File: src/rtl/st_l1_pkg.sv
package st_l1_pkg;

   typedef enum logic [1:0] {
      RX_INFO0 = 2'd0,
      RX_INFO2 = 2'd1,
      RX_INFO4 = 2'd2,
      RX_LOOP3 = 2'd3
   } rx_info_e;

   typedef enum logic [1:0] {
      TX_INFO0 = 2'd0,
      TX_INFO3 = 2'd1,
      TX_TEST1 = 2'd2,
      TX_TEST2 = 2'd3
   } tx_info_e;

   typedef enum logic [2:0] {
      ST_DEACT    = 3'd0,
      ST_SYNC     = 3'd1,
      ST_ACT      = 3'd2,
      ST_SLIP     = 3'd3,
      ST_LOOP_PND = 3'd4,
      ST_LOOP_ACT = 3'd5,
      ST_TEST1    = 3'd6,
      ST_TEST2    = 3'd7
   } l1_state_e;

   typedef enum logic [2:0] {
      IND_DEACT    = 3'd0,
      IND_SYNC     = 3'd1,
      IND_ACT      = 3'd2,
      IND_SLIP     = 3'd3,
      IND_LOOP_PND = 3'd4,
      IND_LOOP_ACT = 3'd5,
      IND_LINE_SIG = 3'd6,
      IND_TEST     = 3'd7
   } ind_e;

   localparam logic [3:0] CMD_RESET = 4'd0;
   localparam logic [3:0] CMD_LOOP  = 4'd1;
   localparam logic [3:0] CMD_TEST1 = 4'd2;
   localparam logic [3:0] CMD_TEST2 = 4'd3;

   function automatic tx_info_e tx_of(input l1_state_e s);
      unique case (s)
         ST_SYNC, ST_ACT, ST_SLIP: tx_of = TX_INFO3;
         ST_TEST1:                 tx_of = TX_TEST1;
         ST_TEST2:                 tx_of = TX_TEST2;
         default:                  tx_of = TX_INFO0;
      endcase
   endfunction

   function automatic ind_e ind_of(input l1_state_e s, input logic awake);
      unique case (s)
         ST_DEACT:    ind_of = IND_DEACT;
         ST_SYNC:     ind_of = IND_SYNC;
         ST_ACT:      ind_of = IND_ACT;
         ST_SLIP:     ind_of = IND_SLIP;
         ST_LOOP_PND: ind_of = IND_LOOP_PND;
         ST_LOOP_ACT: ind_of = awake ? IND_LINE_SIG : IND_LOOP_ACT;
         default:     ind_of = IND_TEST;
      endcase
   endfunction

endpackage

File: src/rtl/st_l1_dwell_timer.sv
module st_l1_dwell_timer #(
   parameter int DWELL_TICKS = 4
) (
   input  logic clk,
   input  logic rst_n,
   input  logic run,
   input  logic tick,
   output logic done
);
   localparam int CW = (DWELL_TICKS > 1) ? $clog2(DWELL_TICKS) : 1;
   localparam logic [CW-1:0] LAST = CW'(DWELL_TICKS - 1);

   generate
      if (DWELL_TICKS < 1) begin : g_bad_dwell
         $error("st_l1_dwell_timer: DWELL_TICKS must be at least 1");
      end
   endgenerate

   logic [CW-1:0] cnt_q;

   assign done = run && tick && (cnt_q == LAST);

   always_ff @(posedge clk or negedge rst_n) begin
      if (!rst_n) begin
         cnt_q <= '0;
      end else if (!run || done) begin
         cnt_q <= '0;
      end else if (tick) begin
         cnt_q <= cnt_q + 1'b1;
      end
   end

   // the dwell count never passes its last value
   a_r3_cnt_bounded: assert property (@(posedge clk) disable iff (!rst_n)
      cnt_q <= LAST);

   // a stopped timer always restarts from zero
   a_r3_restart_zero: assert property (@(posedge clk) disable iff (!rst_n)
      !run |=> cnt_q == '0);

endmodule

File: src/rtl/st_l1_slip_det.sv
module st_l1_slip_det #(
   parameter int WANDER_W  = 8,
   parameter int THR_LOOSE = 50,
   parameter int THR_TIGHT = 25,
   parameter bit SLIP_REG  = 1'b0
) (
   input  logic                clk,
   input  logic                rst_n,
   input  logic [WANDER_W-1:0] wander,
   input  logic                tight,
   output logic                over
);
   localparam logic [WANDER_W-1:0] LIM_LOOSE = WANDER_W'(THR_LOOSE);
   localparam logic [WANDER_W-1:0] LIM_TIGHT = WANDER_W'(THR_TIGHT);

   generate
      if (THR_TIGHT >= THR_LOOSE) begin : g_bad_order
         $error("st_l1_slip_det: tight threshold must be below loose threshold");
      end
      if (THR_LOOSE >= (1 << WANDER_W)) begin : g_bad_width
         $error("st_l1_slip_det: WANDER_W too narrow for THR_LOOSE");
      end
   endgenerate

   logic [WANDER_W-1:0] limit;
   logic                over_c;

   assign limit  = tight ? LIM_TIGHT : LIM_LOOSE;
   assign over_c = wander > limit;

   generate
      if (SLIP_REG) begin : g_reg
         logic over_q;
         always_ff @(posedge clk or negedge rst_n) begin
            if (!rst_n) over_q <= 1'b0;
            else        over_q <= over_c;
         end
         assign over = over_q;
      end else begin : g_comb
         assign over = over_c;
      end
   endgenerate

endmodule

File: src/rtl/st_l1_test_pulse.sv
module st_l1_test_pulse #(
   parameter int TM1_PERIOD = 8,
   parameter int TM2_HALF   = 2
) (
   input  logic clk,
   input  logic rst_n,
   input  logic tm1,
   input  logic tm2,
   output logic mark,
   output logic pol
);
   localparam int SPAN = (TM1_PERIOD > TM2_HALF) ? TM1_PERIOD : TM2_HALF;
   localparam int CW   = (SPAN > 1) ? $clog2(SPAN) : 1;
   localparam logic [CW-1:0] P1_LAST = CW'(TM1_PERIOD - 1);
   localparam logic [CW-1:0] H2_LAST = CW'(TM2_HALF - 1);

   generate
      if (TM1_PERIOD < 2) begin : g_bad_p1
         $error("st_l1_test_pulse: TM1_PERIOD must be at least 2");
      end
      if (TM2_HALF < 1) begin : g_bad_h2
         $error("st_l1_test_pulse: TM2_HALF must be at least 1");
      end
   endgenerate

   logic [CW-1:0] cnt_q;
   logic [1:0]    mode_q;
   logic [1:0]    mode;

   assign mode = {tm2, tm1};

   always_ff @(posedge clk or negedge rst_n) begin
      if (!rst_n) begin
         cnt_q  <= '0;
         mode_q <= 2'b00;
         mark   <= 1'b0;
         pol    <= 1'b0;
      end else begin
         mode_q <= mode;
         if (mode != mode_q || mode == 2'b00) begin
            cnt_q <= '0;
            mark  <= 1'b0;
            pol   <= 1'b0;
         end else if (tm1) begin
            if (cnt_q == P1_LAST) begin
               cnt_q <= '0;
               mark  <= 1'b1;
               pol   <= ~pol;
            end else begin
               cnt_q <= cnt_q + 1'b1;
               mark  <= 1'b0;
            end
         end else begin
            mark <= 1'b1;
            if (cnt_q == H2_LAST) begin
               cnt_q <= '0;
               pol   <= ~pol;
            end else begin
               cnt_q <= cnt_q + 1'b1;
            end
         end
      end
   end

   // test 1 pulses are single cycles
   a_r9_single_mark: assert property (@(posedge clk) disable iff (!rst_n)
      (tm1 && mark) |=> !mark);

   // test 2 holds its mark once settled
   a_r10_continuous: assert property (@(posedge clk) disable iff (!rst_n)
      (tm2 && $past(tm2) && $past(tm2, 2)) |-> mark);

endmodule

File: src/rtl/st_l1_act_ctrl.sv
module st_l1_act_ctrl
   import st_l1_pkg::*;
#(
   parameter int DWELL_TICKS = 4,
   parameter int WANDER_W    = 8,
   parameter int THR_LOOSE   = 50,
   parameter int THR_TIGHT   = 25,
   parameter bit SLIP_REG    = 1'b0,
   parameter int TM1_PERIOD  = 8,
   parameter int TM2_HALF    = 2
) (
   input  logic                clk,
   input  logic                rst_n,
   input  logic [1:0]          rx_info,
   input  logic                cmd_valid,
   input  logic [3:0]          cmd,
   input  logic                tick,
   input  logic                lt_t_mode,
   input  logic                tight_wander,
   input  logic [WANDER_W-1:0] wander,
   input  logic                line_awake,
   output logic [1:0]          tx_info,
   output logic                loop_en,
   output logic [2:0]          ind_code,
   output logic                ind_stb,
   output logic                line_mark,
   output logic                line_pol
);

   l1_state_e state_q, state_d;
   ind_e      ind_q, ind_d;
   rx_info_e  rx;
   logic      dwell_run, dwell_done, slip_over;

   assign rx = rx_info_e'(rx_info);

   assign dwell_run = (state_q == ST_SYNC && rx == RX_INFO4) || (state_q == ST_SLIP);

   st_l1_dwell_timer #(.DWELL_TICKS(DWELL_TICKS)) u_dwell (
      .clk  (clk),
      .rst_n(rst_n),
      .run  (dwell_run),
      .tick (tick),
      .done (dwell_done)
   );

   st_l1_slip_det #(
      .WANDER_W (WANDER_W),
      .THR_LOOSE(THR_LOOSE),
      .THR_TIGHT(THR_TIGHT),
      .SLIP_REG (SLIP_REG)
   ) u_slip (
      .clk   (clk),
      .rst_n (rst_n),
      .wander(wander),
      .tight (tight_wander),
      .over  (slip_over)
   );

   st_l1_test_pulse #(
      .TM1_PERIOD(TM1_PERIOD),
      .TM2_HALF  (TM2_HALF)
   ) u_pulse (
      .clk  (clk),
      .rst_n(rst_n),
      .tm1  (state_q == ST_TEST1),
      .tm2  (state_q == ST_TEST2),
      .mark (line_mark),
      .pol  (line_pol)
   );

   always_comb begin
      state_d = state_q;
      if (cmd_valid && cmd == CMD_RESET) begin
         state_d = ST_DEACT;
      end else if (cmd_valid && cmd == CMD_LOOP) begin
         state_d = ST_LOOP_PND;
      end else if (cmd_valid && cmd == CMD_TEST1) begin
         state_d = ST_TEST1;
      end else if (cmd_valid && cmd == CMD_TEST2) begin
         state_d = ST_TEST2;
      end else begin
         unique case (state_q)
            ST_DEACT: begin
               if (rx == RX_INFO2) state_d = ST_SYNC;
            end
            ST_SYNC: begin
               if (rx == RX_INFO0)  state_d = ST_DEACT;
               else if (dwell_done) state_d = ST_ACT;
            end
            ST_ACT: begin
               if (rx == RX_INFO0)                state_d = ST_DEACT;
               else if (rx != RX_INFO4)           state_d = ST_SYNC;
               else if (lt_t_mode && slip_over)   state_d = ST_SLIP;
            end
            ST_SLIP: begin
               if (dwell_done) state_d = ST_ACT;
            end
            ST_LOOP_PND: begin
               if (rx == RX_LOOP3) state_d = ST_LOOP_ACT;
            end
            default: state_d = state_q;
         endcase
      end
   end

   assign ind_d = ind_of(state_d, line_awake);

   always_ff @(posedge clk or negedge rst_n) begin
      if (!rst_n) begin
         state_q <= ST_DEACT;
         ind_q   <= IND_DEACT;
         ind_stb <= 1'b0;
      end else begin
         state_q <= state_d;
         ind_q   <= ind_d;
         ind_stb <= (ind_d != ind_q);
      end
   end

   assign ind_code = ind_q;
   assign tx_info  = tx_of(state_q);
   assign loop_en  = (state_q == ST_LOOP_PND) || (state_q == ST_LOOP_ACT);

   // synchronized is reached from deactivated only on INFO2 or by no command
   a_r2_sync_on_info2: assert property (@(posedge clk) disable iff (!rst_n)
      (state_q == ST_SYNC && $past(state_q) == ST_DEACT) |-> $past(rx_info) == 2'd1);

   // activation from synchronized only on a tick with INFO4 present
   a_r3_act_on_tick: assert property (@(posedge clk) disable iff (!rst_n)
      (state_q == ST_ACT && $past(state_q) == ST_SYNC) |-> ($past(tick) && $past(rx_info) == 2'd2));

   // slip entered only from activated in LT-T mode
   a_r5_slip_ltt_only: assert property (@(posedge clk) disable iff (!rst_n)
      (state_q == ST_SLIP && $past(state_q) != ST_SLIP) |-> ($past(lt_t_mode) && $past(state_q) == ST_ACT));

   // loop command closes the internal loop and quiets the line
   a_r7_loop_cmd: assert property (@(posedge clk) disable iff (!rst_n)
      (cmd_valid && cmd == CMD_LOOP) |=> (loop_en && tx_info == 2'd0));

   // reset command always lands in deactivated
   a_r11_reset_cmd: assert property (@(posedge clk) disable iff (!rst_n)
      (cmd_valid && cmd == CMD_RESET) |=> (ind_code == 3'd0 && tx_info == 2'd0));

   // strobe exactly on a changed indication
   a_r12_stb_change: assert property (@(posedge clk) disable iff (!rst_n)
      ind_stb |-> ind_code != $past(ind_code));
   a_r12_quiet_stable: assert property (@(posedge clk) disable iff (!rst_n)
      !ind_stb |-> $stable(ind_code));

endmodule

File: config.mk
export PLATFORM = sky130hd
export DESIGN_NAME = st_l1_act_ctrl
export DESIGN_NICKNAME = d
export VERILOG_FILES = /design/src/rtl/st_l1_pkg.sv /design/src/rtl/st_l1_dwell_timer.sv /design/src/rtl/st_l1_slip_det.sv /design/src/rtl/st_l1_test_pulse.sv /design/src/rtl/st_l1_act_ctrl.sv
export SDC_FILE = /design/constraint.sdc
export NUM_CORES = 1
export LEC_CHECK = 0
export ABC_AREA = 1
export ABC_CLOCK_PERIOD_IN_PS = 1700
export BUFFER_PORTS_ARGS = -buffer_cell sky130_fd_sc_hd__buf_2
export CAP_MARGIN = 5
export CORE_AREA = 2 2 60 48
export DETAILED_ROUTE_END_ITERATION = 10
export DIE_AREA = 0 0 62 50
export PLACE_DENSITY = 0.72
export SLEW_MARGIN = 25
export SYNTH_ARGS = -nofsm -noshare
export SYNTH_HDL_FRONTEND = slang
export SYNTH_HIERARCHICAL = 1
export SYNTH_SLANG_ARGS = --single-unit
File: constraint.sdc
create_clock -name clk -period 1.7 [get_ports clk]
set_input_delay 0.17 -clock clk [delete_from_list [all_inputs] [get_ports clk]]
set_output_delay 0.17 -clock clk [all_outputs]
set_load 0.01 [all_outputs]
# Yosys cells after proc, flatten, opt, wreduce, memory -nomap -nowiden
# Cells that the tools add are included.
op_classes:
  eq_ne: 25
  mux: 29
  bitwise: 1
  n_reduce_logical: 22
  order_cmp: 1
  n_addsub: 2
op_table:
  columns: ["op", "count"]
  rows:
  - ["3-bit two-way mux", 15]
  - ["3-bit equality test (second input constant)", 7]
  - ["3-bit one-hot mux with 6 select lines", 1]
  - ["3-bit one-hot mux with 5 select lines", 1]
  - ["3-bit by 2-bit equality test with 1-bit output (second input constant)", 4]
  - ["3-bit by 1-bit equality test with 1-bit output (second input constant)", 3]
  - ["4-bit by 2-bit equality test with 1-bit output (second input constant)", 2]
  - ["8-bit > comparator", 1]
  - ["1-bit logical AND", 8]
  - ["1-bit two-way mux", 7]
  - ["2-bit equality test (second input constant)", 3]
  - ["3-bit zero test", 2]
  - ["2-bit two-way mux", 3]
  - ["6-bit two-way mux", 1]
  - ["2-bit one-hot mux with 3 select lines", 1]
  - ["4-bit by 1-bit equality test with 1-bit output (second input constant)", 1]
  - ["2-bit zero test", 2]
  - ["4-bit zero test", 1]
  - ["1-bit logical OR", 4]
  - ["3-bit by 1-bit adder with 3-bit output (second input constant)", 1]
  - ["3-bit != test", 1]
  - ["3-bit != test (second input constant)", 1]
  - ["3-bit nonzero test", 1]
  - ["3-bit OR reduction", 1]
  - ["8 further kinds", 8]
totals:
  register_bits: 16
  wordCells: 88
  in_bits: 21

# Longest topological paths before layout
# Gate-level depths: netlist of run 1.
depth:
  word_depth: 15
  ltp_mapped: 18
  ltp_nobuf: 18

# Hierarchy
# The synthesis of run 1 kept the hierarchy.
modules_own_cells:
  columns: ["module", "cells_per_inst", "area_each_um2", "instances"]
  rows:
  - ["st_l1_act_ctrl", 80, 530.5, 1]
  - ["st_l1_test_pulse", 33, 320.3, 1]
  - ["st_l1_slip_det", 22, 128.9, 1]
  - ["st_l1_dwell_timer", 17, 126.4, 1]

# Worst setup path before layout of run 1
# No wires, ideal clock.
synth_timing:
  kind: "reg-to-reg"
  startpoint: "register state_q[1]"
  endpoint: "register ind_stb"
  path_buffers: 0
  path_stages_with_launch: 12
  period_less_slack_ps: 1772
  t_required_ps: 1576
  setup_slack_ps: -72
  arrival_ps: 1648
  setup_ps: 124
  cell_sequence: "dfrtp_1 > inv_1 > a211oi_1 > inv_1 > nor2_1 > nand3_1 > o211ai_2 > nand3_1 > nand2_2 > nand2_1 > nand2_1 > nand3_1"
synth_via:
  elab_chain_len: 15
synth_lines:
  columns: ["element", "line", "source"]
  rows:
  - ["start, declared", "st_l1_act_ctrl.sv:30", "l1_state_e state_q, state_d;"]
  - ["start signal, assigned", "st_l1_act_ctrl.sv:115", "state_q <= state_d;"]
  - ["3-bit by 1-bit equality test with 1-bit output", "st_l1_act_ctrl.sv:37", "assign dwell_run = (state_q == ST_SYNC && rx == RX_INFO4) || (state_q == ST_SLIP);"]
  - ["1-bit logical AND", "st_l1_act_ctrl.sv:37", null]
  - ["1-bit logical OR (*)", "st_l1_act_ctrl.sv:37", null]
  - ["named net dwell_run", "st_l1_act_ctrl.sv:33", "logic dwell_run, dwell_done, slip_over;"]
  - ["1-bit logical AND (*) (2 in series)", "st_l1_dwell_timer.sv:21", "assign done = run && tick && (cnt_q == LAST);"]
  - ["named net dwell_done", "st_l1_act_ctrl.sv:33", null]
  - ["3-bit two-way mux (*)", "st_l1_act_ctrl.sv:89, st_l1_act_ctrl.sv:97", null]
  - ["3-bit two-way mux", "st_l1_act_ctrl.sv:88", "if (rx == RX_INFO0) state_d = ST_DEACT;"]
  - ["3-bit one-hot mux with 5 select lines (*)", "st_l1_act_ctrl.sv:83", "unique case (state_q)"]
  - ["3-bit two-way mux (*)", "st_l1_act_ctrl.sv:80", "end else if (cmd_valid && cmd == CMD_TEST2) begin"]
  - ["3-bit two-way mux (*)", "st_l1_act_ctrl.sv:78", "end else if (cmd_valid && cmd == CMD_TEST1) begin"]
  - ["3-bit two-way mux (*)", "st_l1_act_ctrl.sv:76", "end else if (cmd_valid && cmd == CMD_LOOP) begin"]
  - ["3-bit two-way mux (*)", "st_l1_act_ctrl.sv:74", "if (cmd_valid && cmd == CMD_RESET) begin"]
  - ["3-bit equality test (tied with other cells)", "st_l1_pkg.sv:54", "unique case (s)"]
  - ["3-bit one-hot mux with 6 select lines (*)", "st_l1_pkg.sv:54", null]
  - ["named net ind_d[0]", "st_l1_act_ctrl.sv:31", "ind_e ind_q, ind_d;"]
  - ["3-bit != test (*)", "st_l1_act_ctrl.sv:117", "ind_stb <= (ind_d != ind_q);"]
  - ["end signal, assigned", "st_l1_act_ctrl.sv:117", null]
  - ["end, declared", "st_l1_act_ctrl.sv:25", "output logic ind_stb,"]
# Mark *: on every way through the listed nets, which the timed path passes. The rest lies on a longest branch.
# A chain may end at the register's enable or synchronous reset.

# Final worst setup path of run 1
layout_timing:
  startpoint: "register state_q[2]"
  endpoint: "register ind_stb"
# The elaborated chain is that of the path after synthesis.

==> impl_metrics.toml, run 1 <==
[finish]
multi_input_area_um2 = 604
final_nets = 225
diodes = 0
instances_no_fill = 231
area_growth_pct = 28.8
fillers = 250
drive_gt1_frac = 0.354
fin_area_um2 = 1430
regArea_um2 = 400
fin_util = 0.570

[worst_setup_path]
start_kind = "register"
r2r_cells = 10
slowest_stage = "dfrtp_1"
crit_chain = "a211oi_2 -> inv_1 -> nor2_2 -> nand3_1 -> o211ai_2 -> nand2_1 -> nand2_2 -> nand2_1 -> nand2_1 -> nand3_1"
cpMostUsedCell = "nand2_1"
cp.arrival_ns = 1.80
path_buf_inv = 1
critPathKind = "reg2reg"
critical_path_required_ns = 1.88
path_max_fanout = 3
r2r-end = "ind_stb$_DFF_PN0_"
rrSetupSlack_ns = 0.08
cp_slowest_stage_delay_ns = 0.40
r2r-start = "state_q[2]$_DFF_PN0_"
critPathCaptureType = "register"
critPathTopFamily = "simple AND/OR/NAND/NOR gates"

[timing]
hold_violations = 0
fin_crit_sh = 0.955
hold_ws_ns = 0.169
maxSlewViolCount = 0
fin_ws_ns = 0.0757
setup_viol = 0
rsz0062_at_grt = "true"
finalClockSkew_ns = 0.00221
layout_min_cycle_time_ns = 1.62
tns_ns = 0
slew_headroom = 0.774
tightest_slew_ns = 0.340
fmax_mhz = 616

[route]
drt-total-wl_um = 2150
vias = 1043
drtPass1Iterations = 4
drt_iter0_drc = 33
drc_errors = 0
avgRoutedWirePerCell_um = 9.30
via_per_inst = 4.52
final_antenna_net_count = 0

[synth]
synth_top_family_by_area = "simple AND/OR/NAND/NOR gates"
synth.net_count = 181
synthFlopType = "dfrtp_1"
ys_seq_elements = 16
yosysTopAreaCellShare = 0.362
synth_mux_area_frac = 0
ys_seq_area_frac = 0.362
postSynth.asyncResetShare = 1.00
synth-xor-area-share = 0.0158
ys_types = 21
yosys.cell_count.top_type = "nand2_1"
yosysTopAreaCell = "dfrtp_1"
syn_area_per_cell_um2 = 7.28
ys_warn_count = 6
synthAdderAreaFrac = 0.0905
synth_commonest_cells = "35 x nand2_1, 26 x inv_1, 19 x nor2_1, 16 x dfrtp_1, 9 x nand3_1"
synth_edf_count = 0
yosys-top-cells-area = "dfrtp_1 36%, nand2_1 12%, ha_1 9.0%, inv_1 8.8%, nor2_1 6.4%"
yosys.area_share.simple = 0.382
netlist_instances = 152
netlist_area_um2 = 1110
synth-compound-area-share = 0.0441

[worst_hold_path]
hold_depth = 3
min_to = "u_dwell/cnt_q[1]$_DFFE_PN0P_"
min-delay-start = "tick"
hold_class = "in2reg"

[cts]
h-tree-depth = 1
clkTransAtPathRegs_ns = 0.09
cts_buffer_depth = 2
cts-root-buf = "clkbuf_4"
cts_tree = "built"
numCtsBuffers = 3
clock-sinks = 16
insertion_delay_ns = 0.28

[pwr]
p_total_mw = 1.51
p_clk_frac = 0.163
internal_power_mw = 0.920
p_comb_frac = 0.491
power.switching_mw = 0.591
seq_power_share = 0.346
swShare = 0.391
power.leakage_nw = 0.801
vdd_drop_max_v = 0.000660
power.density_nw_per_um2 = 1060

[floorplanning]
die_h_um = 50
io_pins = 30
die_w_um = 62
rows = 16
initial_core_util = 0.442
core_area_um2 = 2500
die_area_um2 = 3100

[global_route]
track_usage = 0.154
grt_pass1_vias = 912
grt_max_degree = 17
grt_pass1_wl_um = 3630
overflow = 0
antenna_found_initial = 0

[placed_design]
port_buffers = 29
placed_area_um2 = 1350
post-place-ws_ns = -0.129
dp_hpwl_um = 1840
gp_congestion = 0.781
dp_cells = 224

[run]
cap_violations = 0

[outcome]
status = "completed"
## power by group through the flow
stage | clock [mW] | combinational [mW] | sequential [mW]
finish | 0.247 | 0.742 | 0.522
global route | 0.284 | 0.842 | 0.538
CTS | 0.257 | 0.741 | 0.523
detailed placement | 0 | 0.738 | 0.531
global placement | 0 | 0.713 | 0.529
floorplan | 0 | 0.426 | 0.571
## registers in the layout (all words and copies together), names as in the netlist
name and count:
ind_code 3, state_q 3, u_pulse/cnt_q 3, u_dwell/cnt_q 2
u_pulse/mode_q 2, ind_stb 1, u_pulse/mark 1, u_pulse/pol 1
## layer usage
metal  wire length [um]  share of wire  global-route usage
met1                950           0.44               0.202
met2               1070           0.50               0.233
met3                108          0.050              0.0604
met4                 19         0.0088              0.0390
met5                  0              0                   0
## cells by family (layout without fill, tap and decap cells)
family                     count (synthesis)  count (layout)
and+or+nand+nor                           88              88
buffers and inverters                     31              74
DFF                                       16              16
adders and majority gates                  8               8
AOI/OAI and AO/OA                          7               7
xor gates and xnor gates                   2               2
## cell type report
type / instances / area share
clock buffers: 4 / 0.0255
inverters: 31 / 0.0817
well taps: 36 / 0.0316
multi-input cells: 105 / 0.424
repair buffers: 39 / 0.156
flip-flops and latches: 16 / 0.281
## tightest hold or removal path: stages
cell and delay [ns]:
buf_2 0.13, nand4_1 0.08, nand2_1 0.05
## repair_timing
item                                    4_1_cts  5_1_grt
gates resized for setup                       1        3
pin swaps                                     0        2
hold buffers                                  1        0
hold endpoints to repair                     16        0
endpoints found under the setup margin        1        2
setup buffers                                 0        2
## cell usage in the layout (no fill, tap or decap)
cell type       n
a211oi_2        1
a21boi_0        1
a21oi_1         2
buf_2          29
buf_4           9
clkbuf_4        3
clkbuf_8        1
clkinv_1        1
dfrtp_1        16
dlygate4sd3_1   1
ha_1            8
inv_1          25
inv_2           5
nand2_1        34
nand2_2         9
nand3_1         8
nand3_2         6
nand3b_1        3
nand4_1         2
nor2_1         18
nor2_2          5
nor3_1          3
o211ai_2        1
o21ai_0         1
o22ai_1         1
xnor2_1         2
## worst max-delay path by stage
stage | start | to | cells past startpoint
floorplan | state_q[1]$_DFF_PN0_ | ind_stb$_DFF_PN0_ | 11
detailed placement | tight_wander | ind_stb$_DFF_PN0_ | 19
global route | state_q[1]$_DFF_PN0_ | ind_stb$_DFF_PN0_ | 11
finish | state_q[2]$_DFF_PN0_ | ind_stb$_DFF_PN0_ | 10
CTS | state_q[1]$_DFF_PN0_ | ind_stb$_DFF_PN0_ | 11
global placement | tight_wander | ind_stb$_DFF_PN0_ | 19
Note: power is estimated with default switching activity, not from simulation.
==> inputs of run 2 (changes only) <==
==> constraint.sdc (replaced) <==
create_clock -name clk -period 1.7 [get_ports clk]
set_input_delay 0.34 -clock clk [delete_from_list [all_inputs] [get_ports clk]]
set_output_delay 0.34 -clock clk [all_outputs]
set_load 0.01 [all_outputs]
==> run 2 against run 1 <==
Effect of this change: the run now ends with setup timing left; cell area is 3.5% higher; via count is 2.6% higher; die area stayed put; sequential power hardly changed; hold slack better by 0.18 ns; critical path depth is 9 higher; combinational power is 7.1% higher; routed wire length is 7.3% higher; flip-flop and latch count stayed put; critical endpoint unchanged; highest routed layer unchanged.
==> impl_metrics.toml, run 2 (same netlist as run 1, synthesis figures left out) <==
[worst_setup_path]
critPathCaptureType = "register"
r2r_cells = 13
cp.arrival_ns = 1.88
path_max_fanout = 4
startpoint = "tight_wander"
r2r-start = "u_dwell/cnt_q[0]$_DFFE_PN0P_"
critPathKind = "in2reg"
r2r-end = "ind_stb$_DFF_PN0_"
start_kind = "input pin"
critical_path_required_ns = 1.87
rrSetupSlack_ns = 0.01
endpoint = "ind_stb$_DFF_PN0_"

[finish]
final_cell_mix = "33 x nand2_1, 27 x buf_2, 25 x inv_1"
area_growth_pct = 33.4
final_common_cell = "nand2_1"
fin_area_um2 = 1480
instances_no_fill = 233
final_nets = 227
drive_gt1_frac = 0.376
diodes = 0
fin_util = 0.590

[placed_design]
post-place-ws_ns = -0.289
dp_hpwl_um = 1790
placed_area_um2 = 1370
port_buffers = 29
dp_cells = 226
gp_congestion = 0.784

[cts]
h-tree-depth = 1
cts_buffer_depth = 2
cts-root-buf = "clkbuf_4"
clock-sinks = 16
cts_tree = "built"
clkTransAtPathRegs_ns = 0.09
insertion_delay_ns = 0.28
numCtsBuffers = 3

[timing]
maxSlewViolCount = 0
fmax_mhz = 587
tns_ns = -0.00369
tightest_slew_ns = 0.354
hold_ws_ns = 0.345
fin_ws_ns = -0.00369
rsz0062_at_grt = "true"
finalClockSkew_ns = 0.00129
hold_violations = 0
setup_viol = 1
fin_crit_sh = 1.00
slew_headroom = 0.764
layout_min_cycle_time_ns = 1.70

[global_route]
use_met1 = 0.213
use_met2 = 0.273
overflow = 0
met3_usage = 0.0525
grt_pass1_wl_um = 3910
antenna_found_initial = 0
grt_pass1_vias = 977
track_usage = 0.165
grt_busiest_layer = "met2"
grt_max_degree = 17

[outcome]
violations = "setup timing"
status = "complete, but fails checks"

[pwr]
p_total_mw = 1.56
vdd_drop_max_v = 0.000828
power.density_nw_per_um2 = 1060
power.leakage_nw = 0.815

[route]
via_per_inst = 4.59
final_antenna_net_count = 0
drtPass1Iterations = 4
avgRoutedWirePerCell_um = 9.89
drc_errors = 0
drt_iter0_drc = 23
drt-total-wl_um = 2310
vias = 1070

[floorplanning]
die_w_um = 62
initial_core_util = 0.442
rows = 16
core_area_um2 = 2500
die_h_um = 50
die_area_um2 = 3100
io_pins = 30

[worst_hold_path]
hold_class = "in2reg"

[run]
cap_violations = 0
[run 2: changes by cell type in the layout (fill, tap and decap cells not counted), sizes merged]
cell,delta
buf,+2
[run 2: worst min path at each step]
stage	startpoint	to	slack, ns	depth (start not counted)
floorplan	rst_n	ind_code[0]$_DFF_PN0_	0.04	0
global route	tick	u_dwell/cnt_q[1]$_DFFE_PN0P_	0.34	3
finish	tick	u_dwell/cnt_q[1]$_DFFE_PN0P_	0.35	3
CTS	tick	u_dwell/cnt_q[1]$_DFFE_PN0P_	0.34	3
detailed placement	rst_n	u_pulse/mark$_DFF_PN0_	0.27	1
global placement	rst_n	u_pulse/mark$_DFF_PN0_	0.26	1
[run 2: repair_timing]
item | 4_1_cts | 5_1_grt
hold endpoints to repair | 16 | 0
gates resized for setup | 2 | 9
hold buffers | 1 | 0
pin swaps | 0 | 12
setup endpoints to repair | 1 | 3
setup buffers | 0 | 2
[run 2: worst max-delay path, stage by stage]
cell and delay (ns):
buf_8 0.10, ha_4 0.25, nand2_2 0.05, inv_2 0.05, nand2_2 0.07, nor2_2 0.10
nand2_1 0.06, a21oi_2 0.12, nand2_1 0.06, nand2_1 0.05, nand2_1 0.05, nand2_1 0.06
nand3_2 0.07, nand2_2 0.10, nand3_2 0.08, nand2_2 0.09, nand2_1 0.05, nand2_1 0.06
nand3_1 0.06
[run 2: power breakdown]
part | internal [mW] | total, mW | switching, mW | leakage (nW)
clock | 0.130 | 0.245 | 0.115 | 0.0210
combinational | 0.351 | 0.795 | 0.445 | 0.594
sequential | 0.474 | 0.523 | 0.0482 | 0.200
[run 2: area by class of cell]
type                       instances  area [um^2]
tap                               36         45.0
multi-input combinational        105          623
timing repair buffer              41          254
fill                             234         1030
clock buffer                       4         36.3
sequential                        16          400
inverter                          31          116
[run 2: per-layer routing]
metal	part of all wire	vias to the layer above
met3	0.042	2
li1	-	561
met2	0.49	22
met1	0.45	485
met5	0	-
met4	0.0091	0
